[config.mk]
export PLATFORM = sky130hd
export DESIGN_NAME = olmc_cell
export DESIGN_NICKNAME = d
export VERILOG_FILES = /design/src/rtl/olmc_pkg.sv /design/src/rtl/olmc_sum.sv /design/src/rtl/olmc_oe_mux.sv /design/src/rtl/olmc_fb_mux.sv /design/src/rtl/olmc_cell.sv
export SDC_FILE = /design/constraint.sdc
export NUM_CORES = 1
export LEC_CHECK = 0
export BUFFER_PORTS_ARGS = -buffer_cell sky130_fd_sc_hd__buf_2
export CAP_MARGIN = 5
export CORE_AREA = 2 2 39 41
export DETAILED_ROUTE_END_ITERATION = 16
export DIE_AREA = 0 0 41 43
export GPL_TIMING_DRIVEN = 0
export PLACE_DENSITY = 0.34
export SYNTH_ARGS = -nofsm -noshare
export SYNTH_HDL_FRONTEND = slang
export SYNTH_SLANG_ARGS = --single-unit
[constraint.sdc]
create_clock -name clk -period 1 [get_ports clk]
set_input_delay 0.05 -clock clk [delete_from_list [all_inputs] [get_ports clk]]
set_output_delay 0.05 -clock clk [all_outputs]
set_load 0.02 [all_outputs]
[src/rtl/olmc_pkg.sv]
package olmc_pkg;

  typedef enum logic [1:0] {
    MODE_SIMPLE = 2'b00,
    MODE_INPUT  = 2'b01,
    MODE_REG    = 2'b10,
    MODE_OESEL  = 2'b11
  } cell_mode_e;

  function automatic cell_mode_e decode_mode(input logic glb, input logic own);
    return cell_mode_e'({glb, own});
  endfunction

  function automatic logic oe_pick(input logic [1:0] sel, input logic dev_oe, input logic pt_oe);
    case (sel)
      2'b11:   return 1'b1;
      2'b10:   return dev_oe;
      2'b01:   return pt_oe;
      default: return 1'b0;
    endcase
  endfunction

endpackage

[src/rtl/olmc_sum.sv]
module olmc_sum #(
  parameter int N_TERMS = 8
) (
  input  logic [N_TERMS-1:0] pterm,
  input  logic               pol,
  output logic               sum_bit
);
  logic [N_TERMS:0] chain;

  assign chain[0] = 1'b0;
  for (genvar i = 0; i < N_TERMS; i++) begin : g_or
    assign chain[i+1] = chain[i] | pterm[i];
  end

  assign sum_bit = chain[N_TERMS] ^ pol;
endmodule

[src/rtl/olmc_oe_mux.sv]
module olmc_oe_mux
  import olmc_pkg::*;
(
  input  logic       clk,
  input  logic       rst,
  input  cell_mode_e mode,
  input  logic [1:0] oe_sel,
  input  logic       oe_pin,
  input  logic       pterm_oe,
  output logic       oe
);
  always_comb begin
    case (mode)
      MODE_SIMPLE: oe = 1'b1;
      MODE_INPUT:  oe = 1'b0;
      MODE_REG:    oe = oe_pin;
      default:     oe = oe_pick(oe_sel, oe_pin, pterm_oe);
    endcase
  end

  p_oe_code_low_r5: assert property (@(posedge clk) disable iff (rst)
    (mode == MODE_OESEL && oe_sel == 2'b00) |-> !oe);
  p_oe_code_high_r5: assert property (@(posedge clk) disable iff (rst)
    (mode == MODE_OESEL && oe_sel == 2'b11) |-> oe);
  p_simple_on_r6: assert property (@(posedge clk) disable iff (rst)
    (mode == MODE_SIMPLE) |-> oe);
endmodule

[src/rtl/olmc_fb_mux.sv]
module olmc_fb_mux
  import olmc_pkg::*;
(
  input  cell_mode_e mode,
  input  logic       nbr_mode,
  input  logic       q,
  input  logic       pin_in,
  input  logic       nbr_out,
  output logic       fb
);
  always_comb begin
    case (mode)
      MODE_REG:    fb = q;
      MODE_SIMPLE: fb = nbr_mode ? nbr_out : 1'b0;
      default:     fb = pin_in;
    endcase
  end
endmodule

[src/rtl/olmc_cell.sv]
module olmc_cell
  import olmc_pkg::*;
#(
  parameter int N_TERMS = 8
) (
  input  logic               clk,
  input  logic               rst,
  input  logic [N_TERMS-1:0] pterm,
  input  logic               pterm_oe,
  input  logic               pol,
  input  logic               glb_mode,
  input  logic               cell_mode,
  input  logic               nbr_mode,
  input  logic [1:0]         oe_sel,
  input  logic               oe_pin,
  input  logic               nbr_out,
  input  logic               pin_in,
  output logic               pin_out,
  output logic               pin_oe,
  output logic               fb
);
  cell_mode_e mode;
  logic       sum_bit;
  logic       q_reg;
  logic       reg_mode;

  assign mode     = decode_mode(glb_mode, cell_mode);
  assign reg_mode = (mode == MODE_REG);

  olmc_sum #(.N_TERMS(N_TERMS)) u_sum (
    .pterm   (pterm),
    .pol     (pol),
    .sum_bit (sum_bit)
  );

  always_ff @(posedge clk) begin
    if (rst) q_reg <= 1'b0;
    else     q_reg <= sum_bit;
  end

  olmc_oe_mux u_oe (
    .clk      (clk),
    .rst      (rst),
    .mode     (mode),
    .oe_sel   (oe_sel),
    .oe_pin   (oe_pin),
    .pterm_oe (pterm_oe),
    .oe       (pin_oe)
  );

  olmc_fb_mux u_fb (
    .mode    (mode),
    .nbr_mode(nbr_mode),
    .q       (q_reg),
    .pin_in  (pin_in),
    .nbr_out (nbr_out),
    .fb      (fb)
  );

  assign pin_out = reg_mode ? q_reg : sum_bit;

  p_capture_r2: assert property (@(posedge clk) disable iff (rst)
    !rst |=> (q_reg == $past(sum_bit)));
  p_reset_clear_r3: assert property (@(posedge clk)
    rst |=> (q_reg == 1'b0));
  p_reg_oe_r4: assert property (@(posedge clk) disable iff (rst)
    reg_mode |-> (pin_oe == oe_pin));
  p_input_off_r7: assert property (@(posedge clk) disable iff (rst)
    (mode == MODE_INPUT) |-> (!pin_oe && fb == pin_in));
  p_reg_fb_r8: assert property (@(posedge clk) disable iff (rst)
    reg_mode |-> (fb == pin_out));
endmodule

==> results of run 1 <==
## cell usage in the layout (no fill, tap or decap)
cell and count:
a21boi_2 1, a21oi_1 3, and3b_1 1, and3b_2 1, buf_2 19, buf_4 1
buf_6 2, dfxtp_1 1, inv_1 1, nand2_1 2, nor2b_1 1, nor3_1 1
nor4_4 2, o21a_1 1, o21ai_0 2, o31ai_2 1
## layer usage
layer | up-vias | routed length [um] | GRT usage (%)
li1 | 116 | - | -
met1 | 85 | 186 | 5.10
met2 | 23 | 152 | 8.44
met3 | 0 | 114 | 0.524
met4 | 0 | 0 | 0
met5 | - | 0 | 0
## power breakdown
group / internal, mW / total (mW) / switching [mW]
sequential: 0.0430 / 0.0442 / 0.00121
combinational: 0.0570 / 0.107 / 0.0498
clock: 0 / 0 / 0
total: 0.0999 / 0.151 / 0.0510
## cell type report
type	instances	area, um^2
Inverter	1	3.75
Tap cell	16	20.0
Timing Repair Buffer	22	125
Fill cell	156	1080
Multi-Input combinational cell	16	136
Sequential cell	1	20.0
## worst paths after layout
check	start	end	cells past startpoint
min	rst	q_reg$_SDFF_PP0_	2
max	pterm[3]	pin_out	5
## logic make-up (layout without fill, tap and decap cells)
family	Yosys count	after routing	synth area share, %
AO/OA/AOI/OAI	8	8	37.8
AND/OR/NAND/NOR	8	8	45.0
flip-flops	1	1	14.4
buffers and inverters	1	23	2.70
## timing repair
action	4_1_cts	5_1_grt
pin swaps	3	0
hold endpoints to repair	0	0
cloned	0	0
buffers inserted	0	0
setup endpoints to repair	1	1
hold buffers	0	0
gates resized for setup	2	4
## metrics by stage
stage               util (%)  power (mW)  std cells
floorplan                  -      0.0823         18
global placement        19.4       0.137         56
detailed placement      19.4       0.136         56
CTS                     20.3       0.142         56
global route            22.1       0.163         56
finish                  22.1       0.151         56
==> run_results.csv, run 1 <==
group,metric,value,unit
sta,period_minus_slack,0.969,ns
synth,syn_area_per_cell,7.72,um^2
grt,grt_max_degree,5,
detailed_routing,routed-via-count,224,
detailed_routing,drtIter0Drc,0,
power,p_leak,0.147,nW
setup_path,cp_slowest_cell,"nor4_4",
detailed_routing,drc,0,
cells_and_area,antenna_cells,0,
detailed_routing,detail-route-antenna-nets,0,
grt,antenna_found_initial,0,
grt,track_usage,4.40,%
synth,ys.flop_type,"dfxtp_1",
synth,yosysUniqueCellTypes,13,
synth,synthArstFlopShare,0,%
cells_and_area,area_delta_synth_final,120,%
clock_tree,clkSlewWorstSetupHoldPaths,0,ns
cells_and_area,drive_above_1_share,67.5,%
placed_design,gp_congestion,0.557,
synth,yosysMostFrequentCell,"a21oi_1",
floorplanning,pin_count,23,
floorplanning,die_y,43,um
setup_path,cp-end-kind,"output pin",
grt,gr-total-overflow,0,
synth,synth-edff-count,0,
hold_path,hold_class,"in2reg",
sta,fmaxAchievable,1030,MHz
sta,worst_slack,0.0309,ns
job,drv_cap,0,
synth,synth_top_area_share,18.0,%
setup_path,crit_family,"simple AND/OR/NAND/NOR gates",
synth,netlist_instances,18,
power,power.ir.vdd_worst,0.000208,V
synth,synth_commonest_cells,"a21oi_1 (3), nand2_1 (2), nor4_2 (2), o21ai_0 (2)",
grt,grt_first_pass_wirelength,586,um
setup_path,required,0.95,ns
grt,grt_pass1_vias,165,
sta,hold_viol,0,
synth,netlist_area,139,um^2
floorplanning,fp.coreArea,0.00138,mm^2
setup_path,critPathBufInv,2,
cells_and_area,largest_reg_flops,1,
synth,synth_largest_area_cell,"nor4_2",
floorplanning,die_area,0.00176,mm^2
setup_path,worst_ep_arrival_time,0.92,ns
detailed_routing,firstDrtPassIters,1,
placed_design,place.detailed.hpwl,403,um
setup_path,cpPeakStageDelay,0.29,ns
cells_and_area,nNetsFinal,62,
setup_path,cp_cell_sequence,"buf_2 -> nor4_4 -> and3b_2 -> o31ai_2 -> buf_4",
placed_design,io_buffers,22,
synth,ys_seq_area_share,14.4,%
synth,syn-num-nets,38,
sta,fin_hold_ws,0.221,ns
detailed_routing,routed_wl,452,um
placed_design,pre_cts_ws,-0.0539,ns
sta,worstMarginPinSlew,0.246,ns
sta,drv_slew,0,
sta,setup_violations,0,
sta,relSlewSlack,83.6,%
synth,ys_ff_latch,1,
floorplanning,die_w,41,um
sta,rsz0062_at_grt,"yes",
synth,synth_warnings,0,
detailed_routing,via_per_inst,4.00,
outcome,status,"finished clean",
placed_design,placed_cell_area,269,um^2
setup_path,cp_max_fo,2,
sta,tns,0,ns
setup_path,critPathKind,"in2out",
floorplanning,row_count,14,
detailed_routing,routedWlPerCell,8.07,um
power,power_density,495,mW/mm^2
floorplanning,start_util,10.0,%
sta,finalCritPeriodShare,96.9,%
setup_path,cp-start-kind,"input port",
cells_and_area,final_area,305,um^2
synth,synth_area_leaders,"nor4_2 (18%), dfxtp_1 (14%), a21oi_1 (11%), o31ai_2 (9.0%), and3b_2 (7.2%)",
No activity file was read; power rests on OpenSTA's default activity.
==> run 2: changes to the inputs <==
--- a/config.mk
+++ b/config.mk
@@ -12,6 +12,7 @@
 export DIE_AREA = 0 0 41 43
 export GPL_TIMING_DRIVEN = 0
 export PLACE_DENSITY = 0.34
+export SETUP_SLACK_MARGIN = 0.1
 export SYNTH_ARGS = -nofsm -noshare
 export SYNTH_HDL_FRONTEND = slang
 export SYNTH_SLANG_ARGS = --single-unit
==> constraint.sdc (replaced) <==
create_clock -name clk -period 0.9 [get_ports clk]
set_input_delay 0.045 -clock clk [delete_from_list [all_inputs] [get_ports clk]]
set_output_delay 0.045 -clock clk [all_outputs]
set_load 0.02 [all_outputs]
==> run 2 against run 1 <==
Effect of this change:
- the run now ends with setup timing left
- sequential power increased by 10%
- die area did not move
- power up 21%
- first-iteration DRC count rose by 1
- worst setup slack worse by 0.071 ns
- via count up 2.7%
- utilization increased by 2.1 points
- cell area increased by 9.4%
- combinational power grew 25%
- sequential share of layout area fell by 0.56 points
- worst hold slack about the same
==> run_results.csv, run 2 (synthesized netlist as in run 1, its figures left out) <==
group,metric,value,unit
cells_and_area,area_delta_synth_final,141,%
setup_path,cp_max_fo,2,
setup_path,cp-end-kind,"output pin",
detailed_routing,via_per_inst,4.04,
placed_design,io_buffers,22,
sta,hold_viol,0,
placed_design,pre_cts_ws,-0.177,ns
sta,setup_violations,2,
detailed_routing,routed_wl,481,um
grt,grt_max_degree,5,
floorplanning,die_w,41,um
cells_and_area,postLayoutCoreUtil,24.1,%
power,p_leak,0.158,nW
sta,finalCritPeriodShare,104,%
sta,drv_slew,0,
hold_path,min_from,"rst",
outcome,failed_checks,"setup timing",
power,power_density,547,mW/mm^2
grt,grt_first_pass_wirelength,621,um
detailed_routing,firstDrtPassIters,2,
outcome,status,"finished, violations left",
sta,worst_slack,-0.0404,ns
floorplanning,die_y,43,um
placed_design,dp_cells,56,
setup_path,crit_family,"simple AND/OR/NAND/NOR gates",
detailed_routing,drtIter0Drc,1,
setup_path,cp_cell_sequence,"buf_2 -> nor4_4 -> and3b_2 -> o31ai_4 -> buf_6",
setup_path,cp_slowest_cell,"nor4_4",
sta,relSlewSlack,84.9,%
placed_design,placed_cell_area,278,um^2
placed_design,gp_congestion,0.558,
grt,gr-total-overflow,0,
cells_and_area,nFillCells,147,
floorplanning,die_area,0.00176,mm^2
cells_and_area,largest_reg_flops,1,
sta,worstMarginPinSlew,0.225,ns
cells_and_area,final_area,334,um^2
cells_and_area,antenna_cells,0,
clock_tree,cts_hold_buf,0,
setup_path,cpPeakStageDelay,0.27,ns
power,power.ir.vdd_worst,0.000181,V
setup_path,worst_ep_arrival_time,0.90,ns
floorplanning,fp.coreArea,0.00138,mm^2
sta,rsz0062_at_grt,"yes",
floorplanning,pin_count,23,
cells_and_area,nNetsFinal,63,
detailed_routing,detail-route-antenna-nets,0,
setup_path,required,0.85,ns
detailed_routing,routed-via-count,230,
sta,fmaxAchievable,1060,MHz
sta,fin_hold_ws,0.221,ns
placed_design,place.detailed.hpwl,419,um
clock_tree,clkSlewWorstSetupHoldPaths,0,ns
cells_and_area,drive_above_1_share,70.7,%
setup_path,critPathBufInv,2,
cells_and_area,regArea,20.0,um^2
floorplanning,row_count,14,
grt,antenna_found_initial,0,
detailed_routing,routedWlPerCell,8.44,um
setup_path,cp-start-kind,"input port",
floorplanning,start_util,10.0,%
sta,period_minus_slack,0.940,ns
cells_and_area,most-common-layout-cells,"buf_2 (18), buf_6 (4), a21oi_1 (3)",
detailed_routing,drc,0,
cells_and_area,fin_cells,57,
cells_and_area,layout_commonest_cell,"buf_2",
setup_path,critPathKind,"in2out",
grt,grt_pass1_vias,181,
job,drv_cap,0,
grt,track_usage,4.60,%
hold_path,hold_class,"in2reg",
setup_path,crit_start,"pterm[5]",
cells_and_area,multi_input_area,148,um^2
run 2: cell types whose count changed in the layout (fill, tap and decap cells not counted), sizes merged:
| cell | before | now |
|---|---|---|
| buf | 22 | 23 |
run 2: layout make-up:
cell class | instances | area share, %
inverters | 1 | 1.12
multi-input cells | 16 | 44.2
flip-flops and latches | 1 | 5.99
well taps | 16 | 5.99
repair buffers | 23 | 42.7
run 2: repair_timing:
item | CTS | global route
buffers inserted | 1 | 0
resized for setup | 9 | 0
pin swaps | 5 | 2
endpoints found under the setup margin | 3 | 2
gates cloned | 0 | 0
run 2: worst paths after layout:
check	endpoint	slack, ns	depth (start not counted)
worst min-delay path	q_reg$_SDFF_PP0_	0.22	2
worst max-delay path	pin_out	-0.04	5
run 2: report_power, final:
group          switching [mW]  internal (mW)
sequential            0.00111         0.0477
combinational          0.0598         0.0741
clock                       0              0
run 2: stage by stage:
step           power, mW  TNS, ns
2_1_floorplan     0.0966        0
3_3_place_gp       0.157   -0.167
3_5_place_dp       0.156   -0.177
4_1_cts            0.184  -0.0951
5_1_grt            0.196   -0.216
6_report           0.183  -0.0723
run 2: per-layer routing:
layer | up-vias | GRT usage (%) | part of all wire [%]
met3 | 0 | 1.57 | 20
met1 | 92 | 5.41 | 40
met4 | 0 | 0 | 0
met2 | 22 | 8.13 | 40
met5 | - | 0 | 0
li1 | 116 | - | -
==> run 3: changes to the inputs <==
--- a/config.mk
+++ b/config.mk
@@ -7,11 +7,13 @@
 export LEC_CHECK = 0
 export BUFFER_PORTS_ARGS = -buffer_cell sky130_fd_sc_hd__buf_2
 export CAP_MARGIN = 5
-export CORE_AREA = 2 2 39 41
+export CELL_PAD_IN_SITES_DETAIL_PLACEMENT = 2
+export CELL_PAD_IN_SITES_GLOBAL_PLACEMENT = 2
+export CORE_MARGIN = 2
+export CORE_UTILIZATION = 10
 export DETAILED_ROUTE_END_ITERATION = 16
-export DIE_AREA = 0 0 41 43
 export GPL_TIMING_DRIVEN = 0
-export PLACE_DENSITY = 0.34
+export PLACE_DENSITY = 0.7
 export SETUP_SLACK_MARGIN = 0.1
 export SYNTH_ARGS = -nofsm -noshare
 export SYNTH_HDL_FRONTEND = slang
==> run 3 against run 2 <==
Effect of this change:
- the run still ends with setup timing left
- largest cell class unchanged
- critical path depth is the same
- global-route usage increased by 4.3 points
- utilization up 2.2 points
- wire length rose by 42%
==> run_results.csv, run 3 (synthesized netlist as in run 1, its figures left out) <==
group,metric,value,unit
outcome,status,"finished, violations left",
outcome,failed_checks,"setup timing",
sta,period_minus_slack,0.950,ns
detailed_routing,routed_wl,684,um
placed_design,place.detailed.hpwl,566,um
sta,setup_violations,2,
setup_path,required,0.85,ns
grt,track_usage,8.86,%
floorplanning,die_w,41.3,um
floorplanning,fp.coreArea,0.00130,mm^2
cells_and_area,most-common-layout-cells,"buf_2 (17), buf_6 (3)",
clock_tree,cts_hold_buf,0,
job,drv_cap,0,
setup_path,worst_ep_arrival_time,0.91,ns
grt,grt_first_pass_wirelength,1020,um
cells_and_area,layout_commonest_cell,"buf_2",
power,power_density,570,mW/mm^2
hold_path,min_from,"rst",
sta,relSlewSlack,84.5,%
power,power.total,0.195,mW
grt,grt_busiest_layer,"met2",
sta,fmaxAchievable,1050,MHz
floorplanning,row_count,13,
setup_path,cp_max_fo,2,
setup_path,cp-end-kind,"output pin",
floorplanning,pin_count,23,
cells_and_area,nNetsFinal,63,
hold_path,worstHoldEndpoint,"q_reg$_SDFF_PP0_",
detailed_routing,routedWlPerCell,12.2,um
detailed_routing,via_per_inst,4.29,
setup_path,critPathKind,"in2out",
grt,grt_max_degree,5,
grt,met2_usage,15.2,%
grt,grt_pass1_vias,232,
sta,worstMarginPinSlew,0.231,ns
detailed_routing,drtIter0Drc,0,
cells_and_area,largest_reg_flops,1,
floorplanning,die_area,0.00170,mm^2
sta,drv_slew,0,
cells_and_area,drive_above_1_share,73.2,%
cells_and_area,area_delta_synth_final,147,%
sta,finalCritPeriodShare,106,%
cells_and_area,postLayoutCoreUtil,26.3,%
grt,grt_util_met1,12.4,%
grt,gr-total-overflow,0,
detailed_routing,firstDrtPassIters,1,
cells_and_area,antenna_cells,0,
hold_path,hold_class,"in2reg",
hold_path,min_delay_path_depth,2,
power,p_leak,0.161,nW
sta,rsz0062_at_grt,"yes",
placed_design,gp_congestion,0.650,
detailed_routing,drc,0,
sta,worst_slack,-0.0504,ns
setup_path,cp-start-kind,"input port",
cells_and_area,final_area,343,um^2
power,power.ir.vdd_worst,0.000167,V
sta,fin_hold_ws,0.221,ns
sta,hold_viol,0,
clock_tree,clkSlewWorstSetupHoldPaths,0,ns
placed_design,io_buffers,22,
grt,antenna_found_initial,0,
floorplanning,start_util,10.7,%
detailed_routing,detail-route-antenna-nets,0,
detailed_routing,routed-via-count,240,
floorplanning,die_y,41.3,um
grt,gr-usage-met3,1.09,%
placed_design,placed_cell_area,277,um^2
-- run 3: timing repair --
item                       CTS  global route
setup buffers                1             0
pin swaps                    5             3
resized for setup            8             6
setup endpoints to repair    2             4
-- run 3: worst max-delay path by stage --
stage,startpoint,to
floorplan,pterm[1],pin_out
global placement,pterm[4],pin_out
detailed placement,pterm[4],pin_out
CTS,pterm[3],pin_out
global route,pterm[3],pin_out
finish,pterm[7],pin_out
-- run 3: area by class of cell --
type                    instances  area, um^2
fillers                       166         958
multi-input cells              16         151
repair buffers                 23         149
flip-flops and latches          1        20.0
well taps                      15        18.8
inverters                       1        3.75
-- run 3: where the power goes --
| part | leakage, nW | switching (mW) | internal, mW | total [mW] |
|---|---|---|---|---|
| Sequential | 0.00834 | 0.00108 | 0.0477 | 0.0488 |
| Clock | 0 | 0 | 0 | 0 |
| Combinational | 0.152 | 0.0661 | 0.0806 | 0.147 |
-- run 3: worst max-delay path: stages --
cell     delay, ns
buf_6         0.10
nor4_4        0.29
and3b_2       0.26
o31ai_4       0.08
buf_6         0.14
-- run 3: through the flow --
stage	setup WS (ns)	setup TNS [ns]	std cells
6_report	-0.0504	-0.0589	56
3_5_place_dp	-0.171	-0.171	55
4_1_cts	-0.0561	-0.0784	56
5_1_grt	-0.102	-0.197	56
3_3_place_gp	-0.154	-0.154	55
2_1_floorplan	0.0703	0	18
-- run 3: per-layer routing --
layer / up-vias / routed length [um]
met5: - / 0
met4: 0 / 0
met3: 0 / 63
met2: 15 / 325
met1: 110 / 295
li1: 115 / -
